<file path="config.mk">
export PLATFORM = sky130hd
export DESIGN_NAME = tap_share_analyzer
export DESIGN_NICKNAME = d
export VERILOG_FILES = /design/src/rtl/tap_pkg.sv /design/src/rtl/tap_scan_ctrl.sv /design/src/rtl/tap_match.sv /design/src/rtl/tap_par_calc.sv /design/src/rtl/tap_share_analyzer.sv
export SDC_FILE = /design/constraint.sdc
export NUM_CORES = 1
export LEC_CHECK = 0
export BUFFER_PORTS_ARGS = -buffer_cell sky130_fd_sc_hd__clkbuf_2
export CELL_PAD_IN_SITES_DETAIL_PLACEMENT = 1
export CELL_PAD_IN_SITES_GLOBAL_PLACEMENT = 2
export CORE_MARGIN = 2
export CORE_UTILIZATION = 34
export DETAILED_ROUTE_END_ITERATION = 10
export PLACE_DENSITY = 0.83
export SLEW_MARGIN = 20
export SYNTH_ARGS = -nofsm -noshare
export SYNTH_HDL_FRONTEND = slang
export SYNTH_SLANG_ARGS = --single-unit
</file>
<file path="constraint.sdc">
create_clock -name clk_i -period 58.9 [get_ports clk_i]
set_input_delay 2.945 -clock clk_i [delete_from_list [all_inputs] [get_ports clk_i]]
set_output_delay 2.945 -clock clk_i [all_outputs]
set_load 0.05 [all_outputs]
</file>
<file path="src/rtl/tap_pkg.sv">
package tap_pkg;
  typedef enum logic [1:0] {ST_IDLE, ST_SCAN, ST_FIN} scan_st_e;
endpackage

</file>
<file path="src/rtl/tap_scan_ctrl.sv">
module tap_scan_ctrl #(
  parameter int TAPS  = 9,
  parameter int IDX_W = $clog2(TAPS)
) (
  input  logic             clk_i,
  input  logic             rst_ni,
  input  logic             start_i,
  output logic             load_o,
  output logic             step_o,
  output logic             fin_o,
  output logic             busy_o,
  output logic [IDX_W-1:0] idx_o
);
  import tap_pkg::*;

  localparam logic [IDX_W-1:0] LAST = IDX_W'(TAPS - 1);

  scan_st_e         st_q;
  logic [IDX_W-1:0] idx_q;

  assign busy_o = (st_q != ST_IDLE);
  assign load_o = start_i && !busy_o;
  assign step_o = (st_q == ST_SCAN);
  assign fin_o  = (st_q == ST_FIN);
  assign idx_o  = idx_q;

  always_ff @(posedge clk_i or negedge rst_ni) begin
    if (!rst_ni) begin
      st_q  <= ST_IDLE;
      idx_q <= '0;
    end else begin
      unique case (st_q)
        ST_IDLE: if (start_i) begin
          st_q  <= ST_SCAN;
          idx_q <= '0;
        end
        ST_SCAN: begin
          if (idx_q == LAST) st_q <= ST_FIN;
          else               idx_q <= idx_q + 1'b1;
        end
        ST_FIN:  st_q <= ST_IDLE;
        default: st_q <= ST_IDLE;
      endcase
    end
  end
endmodule

</file>
<file path="src/rtl/tap_match.sv">
module tap_match #(
  parameter int TAPS  = 9,
  parameter int TAP_W = 8,
  parameter int GRP_W = $clog2(TAPS),
  parameter int CNT_W = $clog2(TAPS + 1)
) (
  input  logic [TAP_W-1:0]            tap_i,
  input  logic [TAPS-1:0][TAP_W-1:0]  vals_i,
  input  logic [CNT_W-1:0]            cnt_i,
  output logic                        hit_o,
  output logic [GRP_W-1:0]            hit_idx_o
);
  logic [TAPS-1:0] eq;

  for (genvar s = 0; s < TAPS; s++) begin : g_cmp
    assign eq[s] = (CNT_W'(s) < cnt_i) && (vals_i[s] == tap_i);
  end

  assign hit_o = |eq;

  // lowest matching slot wins; stored values are distinct so at most one hits
  always_comb begin
    hit_idx_o = '0;
    for (int s = TAPS - 1; s >= 0; s--) begin
      if (eq[s]) hit_idx_o = GRP_W'(s);
    end
  end
endmodule

</file>
<file path="src/rtl/tap_par_calc.sv">
module tap_par_calc #(
  parameter int TAPS  = 9,
  parameter int MULTS = 18,
  parameter int CNT_W = $clog2(TAPS + 1),
  parameter int WIN_W = $clog2(MULTS + 1)
) (
  input  logic [CNT_W-1:0] cnt_i,
  output logic [WIN_W-1:0] win_o
);
  always_comb begin
    int q;
    q = (cnt_i == '0) ? 0 : (MULTS / int'(cnt_i));
    win_o = WIN_W'(q);
  end
endmodule

</file>
<file path="src/rtl/tap_share_analyzer.sv">
module tap_share_analyzer #(
  parameter int TAPS  = 9,
  parameter int TAP_W = 8,
  parameter int MULTS = 18,
  parameter int GRP_W = $clog2(TAPS),
  parameter int CNT_W = $clog2(TAPS + 1),
  parameter int WIN_W = $clog2(MULTS + 1)
) (
  input  logic                    clk_i,
  input  logic                    rst_ni,
  input  logic                    start_i,
  input  logic [TAPS*TAP_W-1:0]   mask_i,
  output logic                    busy_o,
  output logic                    done_o,
  output logic [CNT_W-1:0]        uniq_cnt_o,
  output logic [TAPS*GRP_W-1:0]   group_o,
  output logic [TAPS*TAP_W-1:0]   uniq_val_o,
  output logic [WIN_W-1:0]        win_par_o
);
  logic                        load, step, fin;
  logic [GRP_W-1:0]            idx;
  logic [TAPS-1:0][TAP_W-1:0]  mask_q, vals_q;
  logic [TAPS-1:0][GRP_W-1:0]  grp_q;
  logic [CNT_W-1:0]            cnt_q;
  logic [WIN_W-1:0]            win_q, win_c;
  logic                        done_q;
  logic                        hit;
  logic [GRP_W-1:0]            hit_idx;
  logic [TAP_W-1:0]            cur_tap;

  tap_scan_ctrl #(.TAPS(TAPS), .IDX_W(GRP_W)) u_ctrl (
    .clk_i  (clk_i),
    .rst_ni (rst_ni),
    .start_i(start_i),
    .load_o (load),
    .step_o (step),
    .fin_o  (fin),
    .busy_o (busy_o),
    .idx_o  (idx)
  );

  assign cur_tap = mask_q[idx];

  tap_match #(.TAPS(TAPS), .TAP_W(TAP_W), .GRP_W(GRP_W), .CNT_W(CNT_W)) u_match (
    .tap_i    (cur_tap),
    .vals_i   (vals_q),
    .cnt_i    (cnt_q),
    .hit_o    (hit),
    .hit_idx_o(hit_idx)
  );

  tap_par_calc #(.TAPS(TAPS), .MULTS(MULTS), .CNT_W(CNT_W), .WIN_W(WIN_W)) u_par (
    .cnt_i(cnt_q),
    .win_o(win_c)
  );

  always_ff @(posedge clk_i or negedge rst_ni) begin
    if (!rst_ni) begin
      mask_q <= '0;
      vals_q <= '0;
      grp_q  <= '0;
      cnt_q  <= '0;
      win_q  <= '0;
      done_q <= 1'b0;
    end else if (load) begin
      mask_q <= mask_i;
      vals_q <= '0;
      grp_q  <= '0;
      cnt_q  <= '0;
      win_q  <= '0;
      done_q <= 1'b0;
    end else if (step) begin
      if (hit) begin
        grp_q[idx] <= hit_idx;
      end else begin
        grp_q[idx]               <= GRP_W'(cnt_q);
        vals_q[GRP_W'(cnt_q)]    <= cur_tap;
        cnt_q                    <= cnt_q + 1'b1;
      end
    end else if (fin) begin
      win_q  <= win_c;
      done_q <= 1'b1;
    end
  end

  assign done_o     = done_q;
  assign uniq_cnt_o = cnt_q;
  assign group_o    = grp_q;
  assign uniq_val_o = vals_q;
  assign win_par_o  = win_q;
endmodule

</file>
==> run summary, run 1 <==
Setup crit end kind - flop
Area contributors post-synth - dfrtp_1, nand2_1, xnor2_1
CP bufs+invs - 21
Relative slew slack - 0.257
Fillers - 11300
Share of cells above drive strength 1 - 0.166
Min Tclk post-route - 55190 ps
Rows - 110
Critical path data arrival time - 55540 ps
Port bufs - 193
CP delay by family, top - compound AO/OA/AOI/OAI gates
CP Launch Type - flop
Die Width - 305 um
Clk buf depth - 2
Fmax - 18.1 MHz
Clock root cell - clkbuf_16
Starting density of the core - 0.343
Max-cap violations - 0
Mean Syn Cell Area - 7.36 um2
Worst EP required - 59260 ps
Netlist cell types - 154
CTS H-tree lvls - 4
Status - finished, final reports clean
Hold crit path type - flop to flop
Post-DR wirelength/cell - 21.7 um
DR vias - 34100
Total track usage - 0.250
Most frequent CP cell - ha_1
Worst-margin pin slew - 1100 ps
Cell total after placement - 5498
Worst Clk Skew - 18.4 ps
Kind of critical path - flop to flop
Diode count - 0
Antenna violations before repair - 2
Clock latency on the worst-skew pair - 490 ps
Mapped Area - 0.0308 mm2
Total routed wirelength - 121000 um
Placeable Area - 0.0899 mm2
Synth warn - 0
Initial DRC Count - 2047
Die area - 0.0931 mm2
Worst path max stage delay - 750 ps
Register area share after synthesis - 0.159
Max FO, Critical Path - 18
Number of synthesized flops with an enable pin - 0
FFs w/ async S/R, synth - 1.00
First-pass GRT wire length - 193000 um
CTS tree - done
Routed vias/inst - 6.13
Final Cycle Share - 0.937
Fin worst setup slack - 3710 ps
Final setup viols - 0
Vias in the first global route - 34000
Die Height - 305 um
Hold_ws - 476 ps
Post-synth net total - 4362
Hpwl dp - 93700 um
ANT nets after route - 0
Nets - 4547
DRC viols - 0
Hold buffers post-CTS - 0
Cell taking the most area after synthesis - dfrtp_1
Inserted Clock Buffers - 17
Hold Vio Cnt, Final - 0
Synth Register Bits - 196
Pin count of the biggest net entering global routing - 108
Remaining global-route overflow - 0
Setup WS pre-CTS - -2150 ps
Most used DFF post-synth - dfrtp_1
DRT Pass-1 Iters - 6
Post-Layout Cell Count - 5564
Worst path slowest cell - or4b_1
Synth top area share - 0.159
IO Pins - 194
Clock-pin slew on the worst setup and hold paths - 100 ps
Synthesized instance count - 4190
Placer Congestion - 0.900
Synth-to-layout area growth - 12.3%
Clock sink count - 196
Slew Limit Fails - 0
[cell type report]
type	instances	area [um2]	share of cell area
multi-input combinational	3748	25200	0.728
tap	1176	1470	0.0425
sequential	196	4910	0.142
timing repair buffer	350	2160	0.0624
clock buffer	17	425	0.0123
clock inverter	15	208	0.00600
inverter	62	233	0.00672
[stage by stage]
stage	setup TNS (ps)	utilization	cell area, um2
finish	0	0.385	34600
global placement	0	0.370	33300
detailed placement	-2330	0.370	33300
floorplan	0	-	30800
global route	-315	0.385	34600
CTS	0	0.378	34000
[flip-flops by register name, summed over array words and instances, names as in the netlist]
register,count
uniq_cnt_o,4
uniq_val_o,72
done_o,1
win_par_o,5
mask_q,72
u_ctrl.st_q,2
u_ctrl.idx_o,4
group_o,36
[synth_stat cells, types with 28 or more instances]
cell type,instances
o21ai_0,186
dfrtp_1,196
or3_1,59
and2_1,52
a21oi_1,249
nand4_1,63
or4_1,33
o22ai_1,34
buf_4,36
o21ai_1,31
o211ai_1,59
ha_1,97
and3_1,52
a21o_1,94
inv_1,60
xnor2_1,194
a211oi_1,44
nand3_1,177
or2_2,30
nand2_1,538
xor2_1,121
mux2i_1,86
nor3_1,197
clkbuf_1,93
nor4_1,49
a31oi_1,57
nor2_1,438
mux2_2,28
o31ai_1,35
nand2b_1,39
o21a_1,55
[metal layers]
layer | part of all wire | wire [um] | global-route usage
met1 | 0.45 | 54800 | 0.332
met2 | 0.49 | 59100 | 0.436
met3 | 0.043 | 5210 | 0.0314
met4 | 0.013 | 1550 | 0.0425
met5 | 0.000091 | 11 | 0
[worst reg2reg max path, delay by kind of cell, from the launching register on]
kind / cells / cell delay (ps)
AOI/OAI and AO/OA: 103 / 19420
xor gates and xnor gates: 1 / 360
adders and majority gates: 28 / 8910
buffers and inverters: 21 / 3030
DFF: 1 / 370
muxes: 14 / 4420
and+or+nand+nor: 83 / 18510
[cells by family after synthesis]
| family | Yosys count | synth area share |
|---|---|---|
| AND/OR/NAND/NOR | 1928 | 0.320 |
| buffers and inverters | 246 | 0.0401 |
| AO/OA/AOI/OAI | 1278 | 0.304 |
| multiplexers | 126 | 0.0457 |
| adder cells (fa/ha/maj) | 97 | 0.0394 |
| flip-flops | 196 | 0.159 |
| XOR/XNOR | 319 | 0.0922 |
[final timing paths]
path                                     from        endpoint  slack (ps)  cells past startpoint
worst max-delay path            uniq_cnt_o[0]    win_par_o[0]        3710                    250
worst min-delay path               mask_q[57]      mask_q[57]         480                      2
worst max register to register  uniq_cnt_o[0]    win_par_o[0]        3710                    250
worst min register to register     mask_q[57]      mask_q[57]         480                      2
max in group asynchronous              rst_ni  uniq_val_o[70]       54180                      3
min in group asynchronous              rst_ni      mask_q[59]        2440                      1
[layout by cell type (no fill, tap or decap), types with 63 or more instances in the layout]
master and instances:
mux2i_1 82, nand4_1 63, dfrtp_1 193, nand2_1 530, ha_1 95, xnor2_1 194, buf_4 155, o21ai_0 178
nor2_1 425, nor3_1 191, clkbuf_2 192, a21oi_1 239, xor2_1 121, nand3_1 176, a21o_1 94
[repair_timing]
| item | CTS | global route |
|---|---|---|
| setup endpoints to repair | 2 | 3 |
| pin swaps | 4 | 12 |
| gates resized for setup | 24 | 94 |
| buffers inserted | 5 | 29 |
Power of run 1 is left out: the tool's default activity adds up to more than one toggle a clock period on the data nets, which glitch-free logic cannot reach.
==> run 2, diff against run 1 <==
--- a/config.mk
+++ b/config.mk
@@ -9,9 +9,9 @@
 export CELL_PAD_IN_SITES_DETAIL_PLACEMENT = 1
 export CELL_PAD_IN_SITES_GLOBAL_PLACEMENT = 2
 export CORE_MARGIN = 2
-export CORE_UTILIZATION = 34
+export CORE_UTILIZATION = 37
 export DETAILED_ROUTE_END_ITERATION = 10
-export PLACE_DENSITY = 0.83
+export PLACE_DENSITY = 0.86
 export SLEW_MARGIN = 20
 export SYNTH_ARGS = -nofsm -noshare
 export SYNTH_HDL_FRONTEND = slang
==> constraint.sdc (replaced) <==
create_clock -name clk_i -period 54.6 [get_ports clk_i]
set_input_delay 2.73 -clock clk_i [delete_from_list [all_inputs] [get_ports clk_i]]
set_output_delay 2.73 -clock clk_i [all_outputs]
set_load 0.05 [all_outputs]
==> run summary, run 2 (synthesis gave the netlist of run 1 again) <==
Status - finished, final reports clean
Metal-1 WL - 57200 um
Critical path data arrival time - 51920 ps
Clock root cell - clkbuf_16
Most frequent CP cell - ha_1
Hold Vio Cnt, Final - 0
Antenna violations before repair - 1
Final setup viols - 0
Die Width - 293 um
Worst path max stage delay - 620 ps
Met3 routed WL - 5910 um
Routed vias/inst - 6.28
Cell total after placement - 5479
ANT nets after route - 0
Inserted Clock Buffers - 17
CP Launch Type - flop
DR vias - 35100
CTS H-tree lvls - 4
Max-cap violations - 0
Port bufs - 193
Placeable Area - 0.0822 mm2
Clk buf depth - 2
Hpwl dp - 95800 um
CP delay by family, top - compound AO/OA/AOI/OAI gates
Total track usage - 0.278
Clock latency on the worst-skew pair - 490 ps
Most common cell after layout, fill and taps aside - nand2_1
First-pass GRT wire length - 196000 um
Top layer in use - met5
Diode count - 0
Vias in the first global route - 34900
Nets - 4685
Kind of critical path - flop to flop
Rows - 105
Max FO, Critical Path - 12
Pin count of the biggest net entering global routing - 113
Post-DR wirelength/cell - 22.3 um
Fmax - 19.4 MHz
Synth-to-layout area growth - 16.4%
Hold_ws - 482 ps
Worst Clk Skew - 35.4 ps
Worst EP required - 54970 ps
Die area - 0.0856 mm2
Share of cells above drive strength 1 - 0.203
Total routed wirelength - 125000 um
Remaining global-route overflow - 0
Min Tclk post-route - 51540 ps
Met2 routed WL - 58900 um
Initial DRC Count - 2149
CTS tree - done
Final Cycle Share - 0.944
Hold crit path type - flop to flop
DRC viols - 0
Die Height - 293 um
Most frequent cells in the layout - nand2_1, nor2_1, buf_4
Worst path slowest cell - or4b_4
Clock sink count - 196
IO Pins - 194
Slew Limit Fails - 0
Placer Congestion - 0.947
Setup crit end kind - flop
Post-Layout Cell Count - 5596
CP bufs+invs - 24
Relative slew slack - 0.250
Worst-margin pin slew - 1120 ps
DRT Pass-1 Iters - 5
Starting density of the core - 0.375
Clock-pin slew on the worst setup and hold paths - 120 ps
run 2: changes by cell type in the layout (fill, tap and decap cells not counted), sizes merged:
| cell | before | now |
|---|---|---|
| nand2 | 540 | 541 |
| nand3 | 180 | 181 |
| inv | 74 | 72 |
| buf | 157 | 293 |
| clkinv | 2 | 5 |
| bufinv | 1 | 0 |
run 2: worst register-to-register path: cells and delay by family (launching register included):
family                   cells  cell delay, ps
flip-flops                   1             370
multiplexers                12            3340
AND/OR/NAND/NOR             86           17730
buffers and inverters       24            3130
adder cells (fa/ha/maj)     29            8400
AO/OA/AOI/OAI              107           18450
run 2: worst paths after layout:
kind / slack (ps) / end / from / depth (start not counted)
hold / removal: 480 / mask_q[34] / mask_q[34] / 2
min in group asynchronous: 2210 / win_par_o[3] / rst_ni / 1
setup / recovery: 3060 / win_par_o[0] / uniq_cnt_o[0] / 258
setup reg to reg: 3060 / win_par_o[0] / uniq_cnt_o[0] / 258
max in group asynchronous: 50120 / group_o[32] / rst_ni / 3
hold reg to reg: 480 / mask_q[34] / mask_q[34] / 2
run 2: routing by layer:
layer / GRT usage / vias to the layer above
met5: 0 / -
li1: - / 16500
met4: 0.0674 / 2
met2: 0.469 / 949
met1: 0.376 / 17400
met3: 0.0334 / 211
run 2: stage by stage:
stage,setup TNS (ps),utilization,worst slack [ps],area [um2]
global placement,-492,0.412,-492,33900
floorplan,0,-,17.9,30900
finish,0,0.436,3060,35900
detailed placement,-3910,0.412,-2950,33900
global route,-442,0.436,-442,35900
CTS,0,0.423,74.3,34700
run 2: area by class of cell:
cell class / instances / area, um2
multi-input cells: 3750 / 25600
clock inverters: 15 / 240
inverters: 62 / 233
clock buffers: 17 / 425
fillers: 10400 / 46400
flip-flops and latches: 196 / 4910
well taps: 1070 / 1340
repair buffers: 486 / 3180
run 2: what timing repair did:
item	in CTS	in global routing
gates cloned	0	2
gates resized for setup	29	147
pin swaps	8	41
hold buffers	0	0
buffers inserted	14	69
setup endpoints to repair	2	3
Power of run 2 is left out for the same reason.
